`src/rtl/sysclk_pkg.sv`:
```
package sysclk_pkg;

  localparam int NSRC = 4;

  localparam int IDX_HRC  = 0;
  localparam int IDX_MAIN = 1;
  localparam int IDX_PLL  = 2;
  localparam int IDX_SUB  = 3;

  localparam logic [2:0] MODE_HRC  = 3'b000;
  localparam logic [2:0] MODE_MAIN = 3'b001;
  localparam logic [2:0] MODE_PLL  = 3'b010;
  localparam logic [2:0] MODE_SUB  = 3'b100;
  localparam logic [2:0] MODE_LRC  = 3'b101;

  function automatic logic mode_valid(input logic [2:0] m);
    return (m == MODE_HRC) || (m == MODE_MAIN) || (m == MODE_PLL) ||
           (m == MODE_SUB) || (m == MODE_LRC);
  endfunction

  function automatic logic mode_lowpwr(input logic [2:0] m);
    return (m == MODE_SUB) || (m == MODE_LRC);
  endfunction

  // sources a mode depends on, indexed as IDX_*
  function automatic logic [NSRC-1:0] mode_need(input logic [2:0] m);
    logic [NSRC-1:0] n;
    n = '0;
    case (m)
      MODE_HRC:  n[IDX_HRC] = 1'b1;
      MODE_MAIN: n[IDX_MAIN] = 1'b1;
      MODE_PLL:  begin n[IDX_MAIN] = 1'b1; n[IDX_PLL] = 1'b1; end
      MODE_SUB:  n[IDX_SUB] = 1'b1;
      default:   n = '0;
    endcase
    return n;
  endfunction

endpackage

```
`src/rtl/osc_stab_timer.sv`:
```
module osc_stab_timer #(
  parameter int WAIT_W    = 4,
  parameter int WAIT_BASE = 4
) (
  input  logic              clk,
  input  logic              rst,
  input  logic              tick,
  input  logic              start,
  input  logic [WAIT_W-1:0] wait_n,
  output logic              ready
);

  localparam int CNT_W = (1 << WAIT_W) + WAIT_BASE;

  logic [CNT_W-1:0] cnt;
  logic [CNT_W-1:0] last;

  assign last = (CNT_W'(1) << (CNT_W'(wait_n) + CNT_W'(WAIT_BASE))) - CNT_W'(1);

  always_ff @(posedge clk) begin
    if (rst || !start) begin
      cnt   <= '0;
      ready <= 1'b0;
    end else if (tick && !ready) begin
      if (cnt == last) ready <= 1'b1;
      else             cnt   <= cnt + 1'b1;
    end
  end

  AST_READY_NEEDS_RUN: assert property (@(posedge clk) disable iff (rst)
    !$past(start) |-> !ready);
  AST_CNT_IN_RANGE: assert property (@(posedge clk) disable iff (rst)
    cnt <= last);

endmodule

```
`src/rtl/osc_run_gate.sv`:
```
module osc_run_gate
  import sysclk_pkg::*;
(
  input  logic            clk,
  input  logic            rst,
  input  logic [2:0]      mode_sel,
  input  logic [2:0]      cur_mode,
  input  logic [NSRC-1:0] osc_en,
  output logic [NSRC-1:0] run_q
);

  logic            lowpwr;
  logic [NSRC-1:0] need_sel;
  logic [NSRC-1:0] need_cur;
  logic [NSRC-1:0] allow;
  logic [NSRC-1:0] run_d;

  always_comb begin
    lowpwr   = mode_lowpwr(cur_mode);
    need_sel = mode_need(mode_sel);
    need_cur = mode_need(cur_mode);
    // fast sources are held in low-power modes unless the selection wants them
    allow          = lowpwr ? need_sel : '1;
    allow[IDX_SUB] = 1'b1;
    run_d          = (osc_en & allow) | need_cur;
  end

  always_ff @(posedge clk) begin
    if (rst) run_q <= '0;
    else     run_q <= run_d;
  end

  AST_CUR_SOURCE_KEPT: assert property (@(posedge clk) disable iff (rst)
    (($past(need_cur) & ~run_q) == '0));

endmodule

```
`src/rtl/clk_mode_switch.sv`:
```
module clk_mode_switch
  import sysclk_pkg::*;
(
  input  logic            clk,
  input  logic            rst,
  input  logic [2:0]      mode_sel,
  input  logic [NSRC-1:0] ready,
  output logic [2:0]      cur_mode
);

  logic tgt_ok;

  always_comb begin
    tgt_ok = mode_valid(mode_sel) && ((mode_need(mode_sel) & ~ready) == '0);
  end

  always_ff @(posedge clk) begin
    if (rst)                              cur_mode <= MODE_LRC;
    else if (tgt_ok && mode_sel != cur_mode) cur_mode <= mode_sel;
  end

  AST_MODE_LEGAL: assert property (@(posedge clk) disable iff (rst)
    mode_valid(cur_mode));
  AST_MODE_FROM_SEL: assert property (@(posedge clk) disable iff (rst)
    !$stable(cur_mode) |-> cur_mode == $past(mode_sel));

endmodule

```
`src/rtl/sysclk_mode_ctrl.sv`:
```
module sysclk_mode_ctrl
  import sysclk_pkg::*;
#(
  parameter int WAIT_W    = 4,
  parameter int WAIT_BASE = 4
) (
  input  logic                     clk,
  input  logic                     rst,
  input  logic                     ref_tick,
  input  logic [2:0]               mode_sel,
  input  logic [NSRC-1:0]          osc_en,
  input  logic [NSRC*WAIT_W-1:0]   wait_cfg,
  output logic [NSRC-1:0]          run_req,
  output logic [NSRC-1:0]          osc_ready,
  output logic [2:0]               cur_mode
);

  logic [NSRC-1:0] start_vec;

  osc_run_gate u_gate (
    .clk      (clk),
    .rst      (rst),
    .mode_sel (mode_sel),
    .cur_mode (cur_mode),
    .osc_en   (osc_en),
    .run_q    (run_req)
  );

  // PLL counting waits for the main oscillator to be stable
  always_comb begin
    start_vec          = run_req;
    start_vec[IDX_PLL] = run_req[IDX_PLL] & osc_ready[IDX_MAIN];
  end

  for (genvar i = 0; i < NSRC; i++) begin : g_timer
    osc_stab_timer #(
      .WAIT_W    (WAIT_W),
      .WAIT_BASE (WAIT_BASE)
    ) u_timer (
      .clk    (clk),
      .rst    (rst),
      .tick   (ref_tick),
      .start  (start_vec[i]),
      .wait_n (wait_cfg[i*WAIT_W +: WAIT_W]),
      .ready  (osc_ready[i])
    );
  end

  clk_mode_switch u_switch (
    .clk      (clk),
    .rst      (rst),
    .mode_sel (mode_sel),
    .ready    (osc_ready),
    .cur_mode (cur_mode)
  );

  AST_LP_HOLDS_FAST: assert property (@(posedge clk) disable iff (rst)
    $past(mode_lowpwr(cur_mode)) && ($past(mode_need(mode_sel)) & 4'b0111) == 4'b0000
    |-> run_req[2:0] == 3'b000);
  AST_SWITCH_NEEDS_READY: assert property (@(posedge clk) disable iff (rst)
    !$stable(cur_mode) |-> (mode_need(cur_mode) & ~$past(osc_ready)) == '0);
  AST_PLL_AFTER_MAIN: assert property (@(posedge clk) disable iff (rst)
    $rose(osc_ready[IDX_PLL]) |-> $past(osc_ready[IDX_MAIN]));
  AST_LP_ENTRY_STOPS: assert property (@(posedge clk) disable iff (rst)
    !$stable(cur_mode) && mode_lowpwr(cur_mode) && mode_lowpwr(mode_sel)
    |=> run_req[2:0] == 3'b000);
  AST_SUB_FOLLOWS_EN: assert property (@(posedge clk) disable iff (rst)
    $past(osc_en[IDX_SUB]) |-> run_req[IDX_SUB]);

endmodule

```
`config.mk`:
```
export PLATFORM = sky130hd
export DESIGN_NAME = sysclk_mode_ctrl
export DESIGN_NICKNAME = d
export VERILOG_FILES = /design/src/rtl/sysclk_pkg.sv /design/src/rtl/osc_stab_timer.sv /design/src/rtl/osc_run_gate.sv /design/src/rtl/clk_mode_switch.sv /design/src/rtl/sysclk_mode_ctrl.sv
export SDC_FILE = /design/constraint.sdc
export NUM_CORES = 1
export LEC_CHECK = 0
export BUFFER_PORTS_ARGS = -buffer_cell sky130_fd_sc_hd__buf_2
export CORE_AREA = 10 10 139 141
export CTS_CLUSTER_DIAMETER = 40
export DETAILED_ROUTE_END_ITERATION = 16
export DIE_AREA = 0 0 149 151
export HOLD_SLACK_MARGIN = 0.02
export SYNTH_ARGS = -nofsm -noshare
export SYNTH_HDL_FRONTEND = slang
export SYNTH_SLANG_ARGS = --single-unit
```
`constraint.sdc`:
```
create_clock -name clk -period 5.4 [get_ports clk]
set_input_delay 1.08 -clock clk [delete_from_list [all_inputs] [get_ports clk]]
set_output_delay 1.08 -clock clk [all_outputs]
set_load 0.01 [all_outputs]
```
Word level (Yosys, flattened, before mapping)
Cells that the tools add are included.
{ "classes": {"shifts": 4, "n_bitwise": 9, "n_mux": 9, "add_sub_neg": 12, "n_reduce_logical": 36, "n_eq_ne": 13} }
{ "op_table": {"columns": ["operator", "count"], "rows": [
  ["20-bit by 1-bit adder with 20-bit output, second input constant", 4],
  ["20-bit == test", 4],
  ["1-bit by 20-bit << shifter with 20-bit output, first input constant", 4],
  ["20-bit by 2-bit subtractor with 20-bit output, second input constant", 4],
  ["4-bit by 3-bit adder with 5-bit output, second input constant", 4],
  ["2-bit AND reduction", 8],
  ["3-bit == test, second input constant", 4],
  ["1-bit logical OR", 9],
  ["4-bit AND", 2],
  ["1-bit zero test", 8],
  ["1-bit two-way mux", 8],
  ["3-bit by 1-bit == test with 1-bit output, second input constant", 2],
  ["3-bit by 2-bit == test with 1-bit output, second input constant", 2],
  ["1-bit logical AND", 6],
  ["3-bit zero test", 2],
  ["4-bit zero test", 1],
  ["1-bit NOT", 4],
  ["4-bit NOT", 1],
  ["4-bit OR", 1],
  ["2-bit OR reduction", 2],
  ["3-bit two-way mux", 1],
  ["3-bit != test", 1],
  ["1-bit AND", 1]
]} }
{ "word_totals": {"in_bits": 26, "out_inout_bits": 11, "word_cells": 93, "regBits": 91} }

Depth between registers and ports, before layout
{ "logic_depth": {"word_depth": 7, "mapped_depth": 22, "ltp_nobuf": 13} }

By module
Synthesis repeated with hierarchy kept, for this count alone.
{ "unflattened": {"cells_unflattened": 1021, "area_unflattened_um2": 7897.6} }
{ "by_module_without_submodules": {"columns": ["module", "area_per_inst_um2", "n_inst", "cells_per_inst"], "rows": [
  ["osc_stab_timer at g_timer[1].u_timer ...", 1861.8, 3, 241],
  ["osc_stab_timer at g_timer[0].u_timer", 1966.9, 1, 257],
  ["osc_run_gate", 181.4, 1, 23],
  ["clk_mode_switch", 157.7, 1, 17],
  ["sysclk_mode_ctrl", 6.3, 1, 1]
]} }

Worst setup path after synthesis
No wires, ideal clock.
{ "synth_path": {"path_type": "input port to flip-flop", "startpoint": "in wait_cfg[2]", "endpoint": "reg g_timer[0].u_timer.cnt[17]", "path_slack_ns": 0.392, "t_required_ns": 5.329, "cell_stages": 19, "t_arrival_ns": 4.938, "path_buffers": 6, "path_cell_list": "buf_2 -> buf_2 -> inv_1 -> ha_1 -> clkbuf_1 -> buf_2 -> nor3b_1 -> nand3b_1 -> ha_1 -> or4_1 -> a21oi_1 -> nor3_1 -> o22ai_1 -> and4bb_1 -> buf_4 -> or2_4 -> buf_6 -> or4_1 -> a21oi_1"} }
{ "synth_between": {"elab_chain_len": 6} }
{ "synth_lines": {"columns": ["item", "line", "text"], "rows": [
  ["start: declaration", "sysclk_mode_ctrl.sv:12", "input logic [NSRC*WAIT_W-1:0] wait_cfg,"],
  ["4-bit by 3-bit adder with 5-bit output", "osc_stab_timer.sv:18", "assign last = (CNT_W'(1) << (CNT_W'(wait_n) + CNT_W'(WAIT_BASE))) - CNT_W'(1);"],
  ["1-bit by 20-bit << shifter with 20-bit output", "osc_stab_timer.sv:18", null],
  ["20-bit by 2-bit subtractor with 20-bit output", "osc_stab_timer.sv:18", null],
  ["20-bit == test", "osc_stab_timer.sv:25", "if (cnt == last) ready <= 1'b1;"],
  ["1-bit NOT (no source line)", null, null],
  ["2-bit AND reduction (no source line)", null, null],
  ["end signal: assignment", "osc_stab_timer.sv:26", "else cnt <= cnt + 1'b1;"],
  ["end: declaration", "osc_stab_timer.sv:15", "logic [CNT_W-1:0] cnt;"]
]} }
Every way passes these cells.
A chain may end at the register's enable or synchronous reset.

Worst setup path after layout
{ "layout_path": {"startpoint": "in wait_cfg[10]", "endpoint": "reg g_timer[2].u_timer.cnt[14]"} }
{ "layout_between": {"elab_chain_len": 6} }
{ "layout_lines": {"columns": ["item", "line"], "rows": [
  ["4-bit by 3-bit adder with 5-bit output", "osc_stab_timer.sv:18"],
  ["1-bit by 20-bit << shifter with 20-bit output", "osc_stab_timer.sv:18"],
  ["20-bit by 2-bit subtractor with 20-bit output", "osc_stab_timer.sv:18"],
  ["20-bit == test", "osc_stab_timer.sv:25"],
  ["1-bit NOT (no source line)", null],
  ["2-bit AND reduction (no source line)", null],
  ["end signal: assignment", "osc_stab_timer.sv:26"],
  ["end: declaration", "osc_stab_timer.sv:15"]
]} }
Every way passes these cells.

==> results.txt <==
Power per cell area = 197 nW/um^2
Number of distinct library cells after synthesis = 80
Fmax = 0.222 GHz
Unrepaired setup endpoints after global routing = false
Synthesized cell area = 7430 um^2
Period minus WS final = 4.50 ns
Status = finished clean
Wirelength per Cell = 15.6 um
Share of cells above drive strength 1 = 0.0894
Number of synthesized flops with an enable pin = 0
Sw frac = 0.274
First-pass GRT wire length = 32.0 mm
Residual DRC = 0
Clk buf depth = 2
Avg Cell Area, Syn = 7.57 um^2
Reg2Reg Depth = 7
Static Leak = 2.87 nW
Comb pwr share = 0.163
Clock Root Buffer = clkbuf_16
Post-Synthesis Cells = 981
Worst slew margin = 0.343
Vias in the first global route = 6242
GRT overflow = 0
Clock power share = 0.404
Area Growth Syn to Fin = 6.90%
Post-synthesis register bit count = 91
Syn Nets = 1035
DRT iter0 DRCs = 526
PostCTS Resize Cnt = 0
Top_reg_cell synth = dfxtp_1
Pwr Total = 1.57 mW
Critical path arrival = 4.79 ns
Total CTS buffers = 9
Endpoints failing hold = 0
Switching Power = 0.430 mW
N_diodes = 0
Slew @ Worst Pin = 0.986 ns
Die width = 149 um
Drt pass-1 iters = 5
Setup TNS = 0 ns
Sequential share of power = 0.433
Clk_lat worst skew = 0.35 ns
Setup crit end kind = register
Hold buffers post-CTS = 0
CP startpoint kind = input port
Tcrit/Tclk final = 0.834
Clock slew at reported path FFs = 0.07 ns
CTS sink cnt = 91
Hold Crit Class = register to register
CTS tree = done
Layout Nets = 1022
Final setup vio count = 0
Final WL = 18.6 mm
Clock Skews = 0.00886 ns
Die Y = 151 um
Core ar. = 16500 um^2
Starting Density = 0.451
# rows = 47
Share of flip-flops with an asynchronous set or reset = 0
Count of input and output buffers = 36
# IOs = 37
DIE AREA = 22500 um^2
Max-cap violation count = 0
Fillers = 1713
CP required = 5.69 ns
Total GRT Usage = 0.168
Internal = 1.14 mW
Largest net degree at the start of global routing = 26
Critical path fanouts, max = 15
Detail Route Antenna Nets = 0
GP Congestion = 0.848
Post-DP HPWL = 13.6 mm
YS warnings = 0
Hold Path Stages = 2
Post-synthesis sequential area ratio = 0.245
Final Slew Violations = 0
Peak VDD IR = 146 uV
Buffer count from post-CTS setup fixing = 0
CTS H-tree depth = 3
Vias per std cell = 5.86
Initial antenna violation count = 0
Via Count = 6995
Critical path class = input port to register
==> stage by stage <==
stage          instances   util  hold WS, ns  cell area (um^2)  setup slack [ns]
4_1_cts             1193  0.482        0.470              7940             0.919
2_1_floorplan        981      -        0.444              7430             0.392
3_3_place_gp        1177  0.465        0.455              7650             0.623
6_report            1193  0.482        0.469              7940             0.898
5_1_grt             1193  0.482        0.530              7940             0.546
3_5_place_dp        1177  0.465        0.461              7650             0.561
==> layout by cell type, fill, tap and decap left out, drive strengths merged, types with 6 or more instances in the layout <==
cell    instances
buf            51
mux2i          10
clkbuf         10
or4            31
o211ai         18
nor4           15
dfxtp          91
a211oi          6
or3            20
and2           10
nor3b          10
nor3           16
and4            6
o31ai          22
a31oi          12
nand2b         25
o21ai          49
nand2          81
and3           21
xnor2          42
ha             28
nor2b          18
o21a            7
xor2           19
nand3b         18
nor4b           6
a31o           13
nor2           73
nand3          39
nand4          21
inv            29
a21oi          70
==> kinds of logic after synthesis <==
kind of cell	share of synthesized area
AO/OA/AOI/OAI	0.225
AND/OR/NAND/NOR	0.325
multiplexers	0.0150
adder cells (fa/ha/maj)	0.0471
XOR/XNOR	0.0810
buffers and inverters	0.0616
flip-flops	0.245
==> layout make-up <==
cell class	count	area (um^2)	share of cell area
multi-input combinational	787	5160	0.649
sequential	91	1820	0.229
timing repair buffer	51	293	0.0369
tap	220	275	0.0347
clock buffer	10	229	0.0288
inverter	28	105	0.0132
clock inverter	6	63.8	0.00803
==> path summary, 6_finish.rpt <==
check / end / from / slack [ns]
max reg2reg: g_timer[0].u_timer.cnt[1]$_SDFFE_PP0P_ / g_timer[0].u_timer.cnt[12]$_SDFFE_PP0P_ / 2.63
max: g_timer[2].u_timer.cnt[14]$_SDFFE_PP0P_ / wait_cfg[10] / 0.90
min reg2reg: g_timer[3].u_timer.cnt[12]$_SDFFE_PP0P_ / g_timer[3].u_timer.cnt[12]$_SDFFE_PP0P_ / 0.47
min: g_timer[3].u_timer.cnt[12]$_SDFFE_PP0P_ / g_timer[3].u_timer.cnt[12]$_SDFFE_PP0P_ / 0.47
==> power by group through the flow <==
stage                     Combinational (mW)  Sequential (mW)  Clock, mW
after detailed placement               0.253            0.694          0
after floorplan                        0.198            0.693          0
final                                  0.255            0.679      0.633
after global placement                 0.253            0.694          0
after CTS                              0.255            0.679      0.643
after global routing                   0.285            0.679      0.685
==> state kept, by name, indices dropped and copies added (netlist names) <==
name	flops
g_timer.u_timer.cnt	80
u_switch.cur_mode	3
u_gate.run_q	4
g_timer.u_timer.ready	4
==> Yosys cell counts, drive strengths merged (6+ instances only) <==
library cell | count | area (um^2)
ha | 28 | 350
o211ai | 18 | 135
and3 | 21 | 131
o21a | 7 | 52.6
or3 | 20 | 125
dfxtp | 91 | 1820
nand4 | 21 | 131
inv | 28 | 105
nand3 | 39 | 195
o21ai | 49 | 245
nor2b | 18 | 113
nor2 | 73 | 274
a211oi | 6 | 45.0
or4 | 31 | 233
and2 | 10 | 62.6
a31o | 13 | 114
xnor2 | 42 | 368
nand2 | 81 | 304
o31ai | 22 | 165
and4 | 6 | 52.6
nor4b | 6 | 58.8
mux2i | 10 | 100
nor3b | 10 | 80.1
buf | 24 | 161
nand2b | 25 | 156
a31oi | 12 | 75.1
clkbuf | 51 | 191
nand3b | 18 | 135
a21oi | 70 | 350
nor3 | 16 | 80.1
xor2 | 19 | 166
nor4 | 15 | 93.8
==> critical path, cell delays in order <==
cell and delay (ns):
buf_2 0.22, inv_1 0.12, ha_1 0.33, nor3b_2 0.38, nand2_1 0.11, ha_1 0.39
and2_1 0.22, o21ai_0 0.22, a21o_1 0.14, o2111ai_1 0.12, nor4b_2 0.54, a21oi_1 0.43
a211oi_1 0.34, a31o_2 0.14
==> metal layers <==
metal,vias up,track usage,part of all wire
li1,3609,-,-
met1,3260,0.237,0.51
met2,108,0.262,0.45
met3,18,0.0221,0.030
met4,0,0.0432,0.011
met5,-,0,0
No activity file was read; power rests on OpenSTA's default activity.
